### config.mk
export PLATFORM = sky130hd
export DESIGN_NAME = wake_ctrl
export DESIGN_NICKNAME = d
export VERILOG_FILES = /design/src/rtl/wake_pkg.sv /design/src/rtl/wk_sync.sv /design/src/rtl/wk_pin_qual.sv /design/src/rtl/wk_gpio_merge.sv /design/src/rtl/wk_seq.sv /design/src/rtl/wake_ctrl.sv
export SDC_FILE = /design/constraint.sdc
export NUM_CORES = 1
export LEC_CHECK = 0
export BUFFER_PORTS_ARGS = -buffer_cell sky130_fd_sc_hd__buf_2
export CELL_PAD_IN_SITES_DETAIL_PLACEMENT = 1
export CELL_PAD_IN_SITES_GLOBAL_PLACEMENT = 2
export CORE_ASPECT_RATIO = 0.8
export CORE_MARGIN = 5
export CORE_UTILIZATION = 20
export DETAILED_ROUTE_END_ITERATION = 7
export HOLD_SLACK_MARGIN = 0.12
export PLACE_DENSITY = 0.66
export SETUP_SLACK_MARGIN = 0.4
export SLEW_MARGIN = 20
export SYNTH_ARGS = -nofsm -noshare
export SYNTH_HDL_FRONTEND = slang
export SYNTH_HIERARCHICAL = 1
export SYNTH_SLANG_ARGS = --single-unit
### constraint.sdc
create_clock -name clk -period 0.9 [get_ports clk]
set_input_delay 0.045 -clock clk [delete_from_list [all_inputs] [get_ports clk]]
set_output_delay 0.045 -clock clk [all_outputs]
set_load 0.1 [all_outputs]
### src/rtl/wake_pkg.sv
package wake_pkg;
  localparam int CTRL_W      = 2;
  localparam int EN_GPIO_BIT = 0;
  localparam int EN_PIN_BIT  = 1;

  typedef enum logic [1:0] {
    WK_AWAKE  = 2'd0,
    WK_ARMED  = 2'd1,
    WK_WAKING = 2'd2
  } wk_state_e;
endpackage

### src/rtl/wk_sync.sv
module wk_sync #(
  parameter int STAGES = 2
) (
  input  logic clk,
  input  logic rst_n,
  input  logic d,
  output logic q
);
  generate
    if (STAGES <= 1) begin : g_single
      logic r;
      always_ff @(posedge clk or negedge rst_n) begin
        if (!rst_n) r <= 1'b0;
        else        r <= d;
      end
      assign q = r;
    end else begin : g_chain
      logic [STAGES-1:0] chain;
      always_ff @(posedge clk or negedge rst_n) begin
        if (!rst_n) chain <= '0;
        else        chain <= {chain[STAGES-2:0], d};
      end
      assign q = chain[STAGES-1];
    end
  endgenerate
endmodule

### src/rtl/wk_pin_qual.sv
module wk_pin_qual #(
  parameter int QUAL_CYC = 1
) (
  input  logic clk,
  input  logic rst_n,
  input  logic pin_s,
  output logic pin_qual
);
  localparam int CW = (QUAL_CYC < 1) ? 1 : $clog2(QUAL_CYC + 1);
  localparam logic [CW-1:0] QMAX = CW'(QUAL_CYC);

  logic [CW-1:0] hi_cnt;

  // count consecutive high samples, saturating at the window length
  always_ff @(posedge clk or negedge rst_n) begin
    if (!rst_n)            hi_cnt <= '0;
    else if (!pin_s)       hi_cnt <= '0;
    else if (hi_cnt != QMAX) hi_cnt <= hi_cnt + 1'b1;
  end

  assign pin_qual = (hi_cnt == QMAX) && (QUAL_CYC > 0);

  // qualification only ever follows a sampled high pin
  p_qual_after_high_r4: assert property (@(posedge clk) disable iff (!rst_n)
    $rose(pin_qual) |-> $past(pin_s));
endmodule

### src/rtl/wk_gpio_merge.sv
module wk_gpio_merge #(
  parameter int N_GPIO = 8
) (
  input  logic              clk,
  input  logic              rst_n,
  input  logic [N_GPIO-1:0] gpio_evt,
  output logic              gpio_any
);
  // any single flag is enough
  always_ff @(posedge clk or negedge rst_n) begin
    if (!rst_n) gpio_any <= 1'b0;
    else        gpio_any <= |gpio_evt;
  end
endmodule

### src/rtl/wk_seq.sv
module wk_seq
  import wake_pkg::*;
(
  input  logic              clk,
  input  logic              rst_n,
  input  logic [CTRL_W-1:0] en,
  input  logic              gpio_any,
  input  logic              pin_s,
  input  logic              pin_qual,
  input  logic              pd_enter,
  input  logic              wake_ack,
  output logic              wake_req,
  output logic              pd_armed,
  output logic              pd_err
);
  wk_state_e state, state_nx;
  logic      err_nx;
  logic      src_hit;

  assign src_hit = (en[EN_GPIO_BIT] && gpio_any) || (en[EN_PIN_BIT] && pin_qual);

  always_comb begin
    state_nx = state;
    err_nx   = pd_err;
    unique case (state)
      WK_AWAKE: begin
        if (pd_enter) begin
          if (pin_s) begin
            err_nx = 1'b1;
          end else begin
            err_nx   = 1'b0;
            state_nx = WK_ARMED;
          end
        end
      end
      WK_ARMED: begin
        if (src_hit) state_nx = WK_WAKING;
      end
      WK_WAKING: begin
        if (wake_ack) state_nx = WK_AWAKE;
      end
      default: state_nx = WK_AWAKE;
    endcase
  end

  always_ff @(posedge clk or negedge rst_n) begin
    if (!rst_n) begin
      state  <= WK_AWAKE;
      pd_err <= 1'b0;
    end else begin
      state  <= state_nx;
      pd_err <= err_nx;
    end
  end

  assign wake_req = (state == WK_WAKING);
  assign pd_armed = (state == WK_ARMED);

  // a clean entry arms and clears the error
  p_clean_entry_r2: assert property (@(posedge clk) disable iff (!rst_n)
    (state == WK_AWAKE && pd_enter && !pin_s) |=> (pd_armed && !pd_err));
  // enabled GPIO source wakes
  p_gpio_wake_r3: assert property (@(posedge clk) disable iff (!rst_n)
    (pd_armed && en[EN_GPIO_BIT] && gpio_any) |=> wake_req);
  // enabled pin source wakes
  p_pin_wake_r4: assert property (@(posedge clk) disable iff (!rst_n)
    (pd_armed && en[EN_PIN_BIT] && pin_qual) |=> wake_req);
  // no enables, no request
  p_no_enable_r5: assert property (@(posedge clk) disable iff (!rst_n)
    (pd_armed && en == '0) |=> !wake_req);
  // request is sticky
  p_sticky_r6: assert property (@(posedge clk) disable iff (!rst_n)
    (wake_req && !wake_ack) |=> wake_req);
  // acknowledge clears and returns awake
  p_ack_clear_r7: assert property (@(posedge clk) disable iff (!rst_n)
    (wake_req && wake_ack) |=> (!wake_req && !pd_armed));
  // entry with the pin high is refused
  p_bad_entry_r8: assert property (@(posedge clk) disable iff (!rst_n)
    (state == WK_AWAKE && pd_enter && pin_s) |=> (pd_err && !pd_armed));
  // awake state never requests
  p_awake_quiet_r9: assert property (@(posedge clk) disable iff (!rst_n)
    (state == WK_AWAKE) |=> !wake_req);
  p_one_state: assert property (@(posedge clk) disable iff (!rst_n)
    $onehot0({wake_req, pd_armed}));
endmodule

### src/rtl/wake_ctrl.sv
module wake_ctrl
  import wake_pkg::*;
#(
  parameter int N_GPIO   = 8,
  parameter int SYNC_STG = 2,
  parameter int QUAL_CYC = 1
) (
  input  logic              clk,
  input  logic              rst_n,
  input  logic [N_GPIO-1:0] gpio_evt,
  input  logic              wake_pin,
  input  logic              ctrl_wr,
  input  logic [CTRL_W-1:0] ctrl_wdata,
  output logic [CTRL_W-1:0] ctrl_en,
  input  logic              pd_enter,
  input  logic              wake_ack,
  output logic              wake_req,
  output logic              pd_armed,
  output logic              pd_err
);
  logic pin_s;
  logic pin_qual;
  logic gpio_any;

  // enable register
  always_ff @(posedge clk or negedge rst_n) begin
    if (!rst_n)       ctrl_en <= '0;
    else if (ctrl_wr) ctrl_en <= ctrl_wdata;
  end

  p_ctrl_write_r1: assert property (@(posedge clk) disable iff (!rst_n)
    ctrl_wr |=> (ctrl_en == $past(ctrl_wdata)));
  p_ctrl_hold_r1: assert property (@(posedge clk) disable iff (!rst_n)
    !ctrl_wr |=> $stable(ctrl_en));

  wk_sync #(.STAGES(SYNC_STG)) u_sync (
    .clk(clk), .rst_n(rst_n), .d(wake_pin), .q(pin_s));

  wk_pin_qual #(.QUAL_CYC(QUAL_CYC)) u_qual (
    .clk(clk), .rst_n(rst_n), .pin_s(pin_s), .pin_qual(pin_qual));

  wk_gpio_merge #(.N_GPIO(N_GPIO)) u_gpio (
    .clk(clk), .rst_n(rst_n), .gpio_evt(gpio_evt), .gpio_any(gpio_any));

  wk_seq u_seq (
    .clk(clk), .rst_n(rst_n), .en(ctrl_en), .gpio_any(gpio_any),
    .pin_s(pin_s), .pin_qual(pin_qual), .pd_enter(pd_enter),
    .wake_ack(wake_ack), .wake_req(wake_req), .pd_armed(pd_armed),
    .pd_err(pd_err));
endmodule

Word-level counts from Yosys, hierarchy flattened
Index checks and enable logic that the tools add are counted.

$add $sub $neg: 1. Eq/ne operators: 6. Muxes and demuxes: 8. Reduce and logical (&&, ||, !) cells: 7.

Operators by type and width (count): 2-bit 2-to-1 mux (4); 8-bit OR reduction (1); 2-bit != test, second input constant (3); 2-bit case mux with 3 select lines (1); 4-bit AND reduction (1); 1-bit 2-to-1 mux (3); 2-bit by 1-bit equality test with 1-bit output, second input constant (1); 2-bit equality test, second input constant (1); 1-bit logical AND (2); 2-bit logical NOT (1); 2-bit by 1-bit != test with 1-bit output, second input constant (1); 2-bit AND reduction (1); 1-bit adder, second input constant (1); 1-bit logical OR (1).

Flip-flop bits (word level): 9. Bits of input ports: 16. Output and inout bits: 5. Logic and storage cells: 28.

Logic depth before layout (Yosys ltp)
Word-level depth: 4. Depth in mapped cells: 3. Depth with buffers taken out: 3.

By module
Netlist, hierarchy kept.

By module, submodules not included: wk_seq (instances 1, cells each 13, area an instance 150.1 µm², sequential area each 75.1 µm²); wake_ctrl (instances 1, cells each 4, area an instance 72.6 µm², sequential area each 50.0 µm²); wk_sync (instances 1, cells each 2, area an instance 50.0 µm², sequential area each 50.0 µm²); wk_gpio_merge (instances 1, cells each 4, area an instance 41.3 µm², sequential area each 25.0 µm²); wk_pin_qual (instances 1, cells each 1, area an instance 25.0 µm², sequential area each 25.0 µm²).

Worst setup path before layout
OpenSTA, ideal clock, no wires.

Kind: flip-flop to flip-flop. From: register u_seq.state[1]. To: register u_seq.state[1]. Arrival: 1.424 ns. Required time: 0.831 ns. Path slack: -0.593 ns. Stages on the path, launching flop included: 4. Clock period less this slack: 1.493 ns. Cell sequence: dfrtp_1 -> or2b_1 -> inv_1 -> a22o_1.

Word-level cells in the longest chain between the ends: 3. Elaborated cells on any way between the ends: 9. Classes of those cells: eq/ne (6); mux (1); reduce/logical (2).

RTL lines: start, declared (RTL line wk_seq.sv:16) `wk_state_e state, state_nx;`; start signal, assigned (RTL line wk_seq.sv:51) `state <= state_nx;`; 2-bit by 1-bit equality test with 1-bit output *; net pd_armed (RTL line wake_ctrl.sv:18) `output logic pd_armed,`; 2-bit by 1-bit != test with 1-bit output (no line); 4-bit AND reduction (no line).

Mark *: on every way through the listed nets, which the timed path passes. The rest lies on a longest branch. A chain may end at the register's enable or synchronous reset.

Worst setup path after layout
From: register u_seq.state[1]. To: output pd_armed.

Word-level cells in the longest chain between the ends: 1.

RTL lines: 2-bit by 1-bit equality test with 1-bit output (RTL line wk_seq.sv:57) `assign pd_armed = (state == WK_ARMED);`; end, declared (RTL line wake_ctrl.sv:18).

No other way between the ends.

==> out/results.ini <==
[status]
outcome = finished with violations
violations = negative hold slack, negative setup slack

[timing]
timing.fmax_ghz = 0.802
finalSetupViolCount = 10
setup_repair_after_global_routing_missed_its_margin = yes
max_transition_margin = 0.835
final_min_period_ns = 1.25
clock_skew_ns = 0.000976
post-route-worst-setup-slack_ns = -0.347
worstMarginPinSlew_ns = 0.245
final_max_slew_viol_count = 0
final-hold-violation-count = 2
min_period_over_period = 1.39
holdWs_ns = -0.112
final.setup.tns_ns = -2.14

[setup_path]
slowest_delay_ns = 0.39
worstPathCellList = or2b_1 -> clkinvlp_4 -> buf_12
critical_path.startpoint = u_seq/state[1]
critical_path.max_fanout = 2
arrival_ns = 1.20
crit_slowest_cell = dfrtp_1
worst_r2r_startpoint = u_seq/state[0]
kind_of_capture_point_of_the_worst_setup_path = output pin
critical_path_class = flop to output pin
worst_reg_to_reg_setup_slack_ns = -0.32
setup.worst_path.start_class = flop
worstRegToRegCells = 3
worstPathRequired_ns = 0.85
r2r_end = u_seq/state[0]

[synthesis]
synth-edff-count = 0
post_synth.cell_area_avg_um2 = 14.1
yosys_register_bits = 9
synth_sequential_area_ratio = 0.664
post_synth_most_frequent_cells = dfrtp_1 (9), mux2_2 (3), a22o_1 (2), inv_1 (2), nor4_1 (2)
synth.top_cell.area_share = 0.664
post_synth_main_area_contributors = dfrtp_1 (66%), mux2_2 (10%), a22o_1 (5.2%)
yosys.area.top_type = dfrtp_1
number_of_synthesis_warnings = 6
most_numerous_cell_in_the_yosys_netlist = dfrtp_1
post_synth_num_cell_types = 11
synth_async_sr_flop_share = 1.00
synth-main-ff-cell = dfrtp_1
synth_fp_nets = 40
number_of_cells_produced_by_synthesis = 24
netlist_area_um2 = 339

[clocking]
clock_tree.root_cell = clkbuf_4
tritoncts_num_sinks = 9
worst_setup_hold_path_clk_slew_ns = 0.06
ctsHtreeMaxLevel = 1
cts-root-to-sink-buffers = 2
cts_buffers = 3
tritoncts = yes
cts-hold-fix-buffers = 1
worstSkewPairLatency_ns = 0.26

[job]
drv.max_cap_violation_count = 0

[global_route]
grt_use_total = 0.0801
grt_overflow = 0
global_route_wire_length_before_repair_um = 1520
antenna_violations_before_repair = 0
maximum_number_of_pins_on_one_net_before_global_route_repair = 10
grt_pass1_vias = 354

[layout]
num-fill-cells = 180
drive_gt1_frac = 0.714
finalCoreUtilization = 0.423
diodes = 0
final_nets = 73
multi_input_comb_area_um2 = 126
flow.area_growth_from_synthesis_pct = 101
area.sequential_um2 = 236

[worst_hold_path]
worstHoldStart = wake_pin
min_delay_worst_endpoint = u_sync/g_chain.chain[0]
holdPathStages = 1
min-delay-path-class = input port to flop

[place]
port-buffer-count = 20
finalWeightedCongestion = 0.690
place.detailed.hpwl_um = 678

[power]
vdd.ir_drop.worst_v = 0.00102
power_leakage_nw = 0.319
pwr_density_cell_mw_per_mm2 = 2530

[drt]
detailroute.via_count = 320
drc_errors = 0
postRouteAntennaNets = 0
drt-vias-per-instance = 4.10
post_detailed_routing_wire_length_um = 925
wl_per_cell_um = 11.9
detail_route.iter0.violations = 0
router_iterations_before_antenna_repair = 1

[floorplan]
dieHeight_um = 46.8
initial_utilization = 0.211
placeableCoreArea_mm2 = 0.00161
die_w_um = 56.0
placementRows = 13
number_of_ports_placed_on_the_die_boundary = 21
die-area_mm2 = 0.00262

[sequential cells by signal (all words and copies together) (netlist names)]
signal	cells
ctrl_en	2
u_seq/state	2
u_sync/g_chain.chain	2
u_gpio/gpio_any	1
u_qual/pin_qual	1
u_seq/pd_err	1
[layer usage]
layer  up-vias  GRT usage  routed length (µm)
met3         0     0.0659                 115
met2        17      0.126                 450
li1        150          -                   -
met4         0          0                   0
met5         -          0                   0
met1       153     0.0917                 360
[layout by cell type (no fill, tap or decap), types with 2 or more instances in the layout]
cell / synthesis / layout
buf_6: 0 / 4
buf_12: 0 / 5
buf_2: 0 / 15
dfrtp_4: 0 / 3
dfrtp_1: 9 / 6
a22o_1: 2 / 2
clkbuf_4: 0 / 3
nor4_1: 2 / 2
buf_4: 0 / 3
mux2_4: 0 / 2
[worst max path at each step]
stage / slack [ns] / endpoint
detailed placement: -0.19 / u_seq/pd_err
floorplan: -0.53 / u_seq/state[1]
finish: -0.35 / pd_armed
CTS: -0.33 / pd_armed
global route: -0.40 / pd_armed
global placement: -0.16 / u_seq/state[0]
[cell type report]
class                      instances  area share
sequential                         9       0.347
multi-input combinational         13       0.185
inverter                           2      0.0165
timing repair buffer              28       0.371
clock inverter                     1     0.00734
tap                               22      0.0404
clock buffer                       3      0.0330
[timing repair]
action / CTS / global route
pin swaps: 1 / 0
resized for setup: 6 / 2
setup endpoints to repair: 11 / 11
cloned: 0 / 0
buffers inserted: 3 / 0
hold endpoints to repair: 14 / 5
[worst max-delay path: cells and delay by family (launching register included)]
family / cells / cell delay, ns
buf+inv: 2 / 0.28
simple gates: 1 / 0.28
flops: 1 / 0.39
[kinds of logic after synthesis]
kind of cell	count (synthesis)	synth area share
AND/OR/NAND/NOR	7	0.148
AO/OA/AOI/OAI	3	0.0664
multiplexers	3	0.0996
flip-flops	9	0.664
buffers and inverters	2	0.0221
[power breakdown]
part	internal, mW	switching, mW
Clock	0.164	0.147
Sequential	0.476	0.0382
Combinational	0.394	0.508
[stage by stage]
step | area (µm²) | total power [mW] | cells | worst slack (ns) | hold WS (ns)
after floorplan | 355 | 0.975 | 24 | -0.535 | -0.251
after global placement | 588 | 1.30 | 70 | -0.161 | -0.0979
after detailed placement | 588 | 1.30 | 70 | -0.186 | -0.0948
after CTS | 672 | 1.72 | 78 | -0.328 | -0.123
after global routing | 682 | 1.82 | 78 | -0.402 | -0.136
final | 682 | 1.73 | 78 | -0.347 | -0.112
Power figures use the tool's default switching activity.
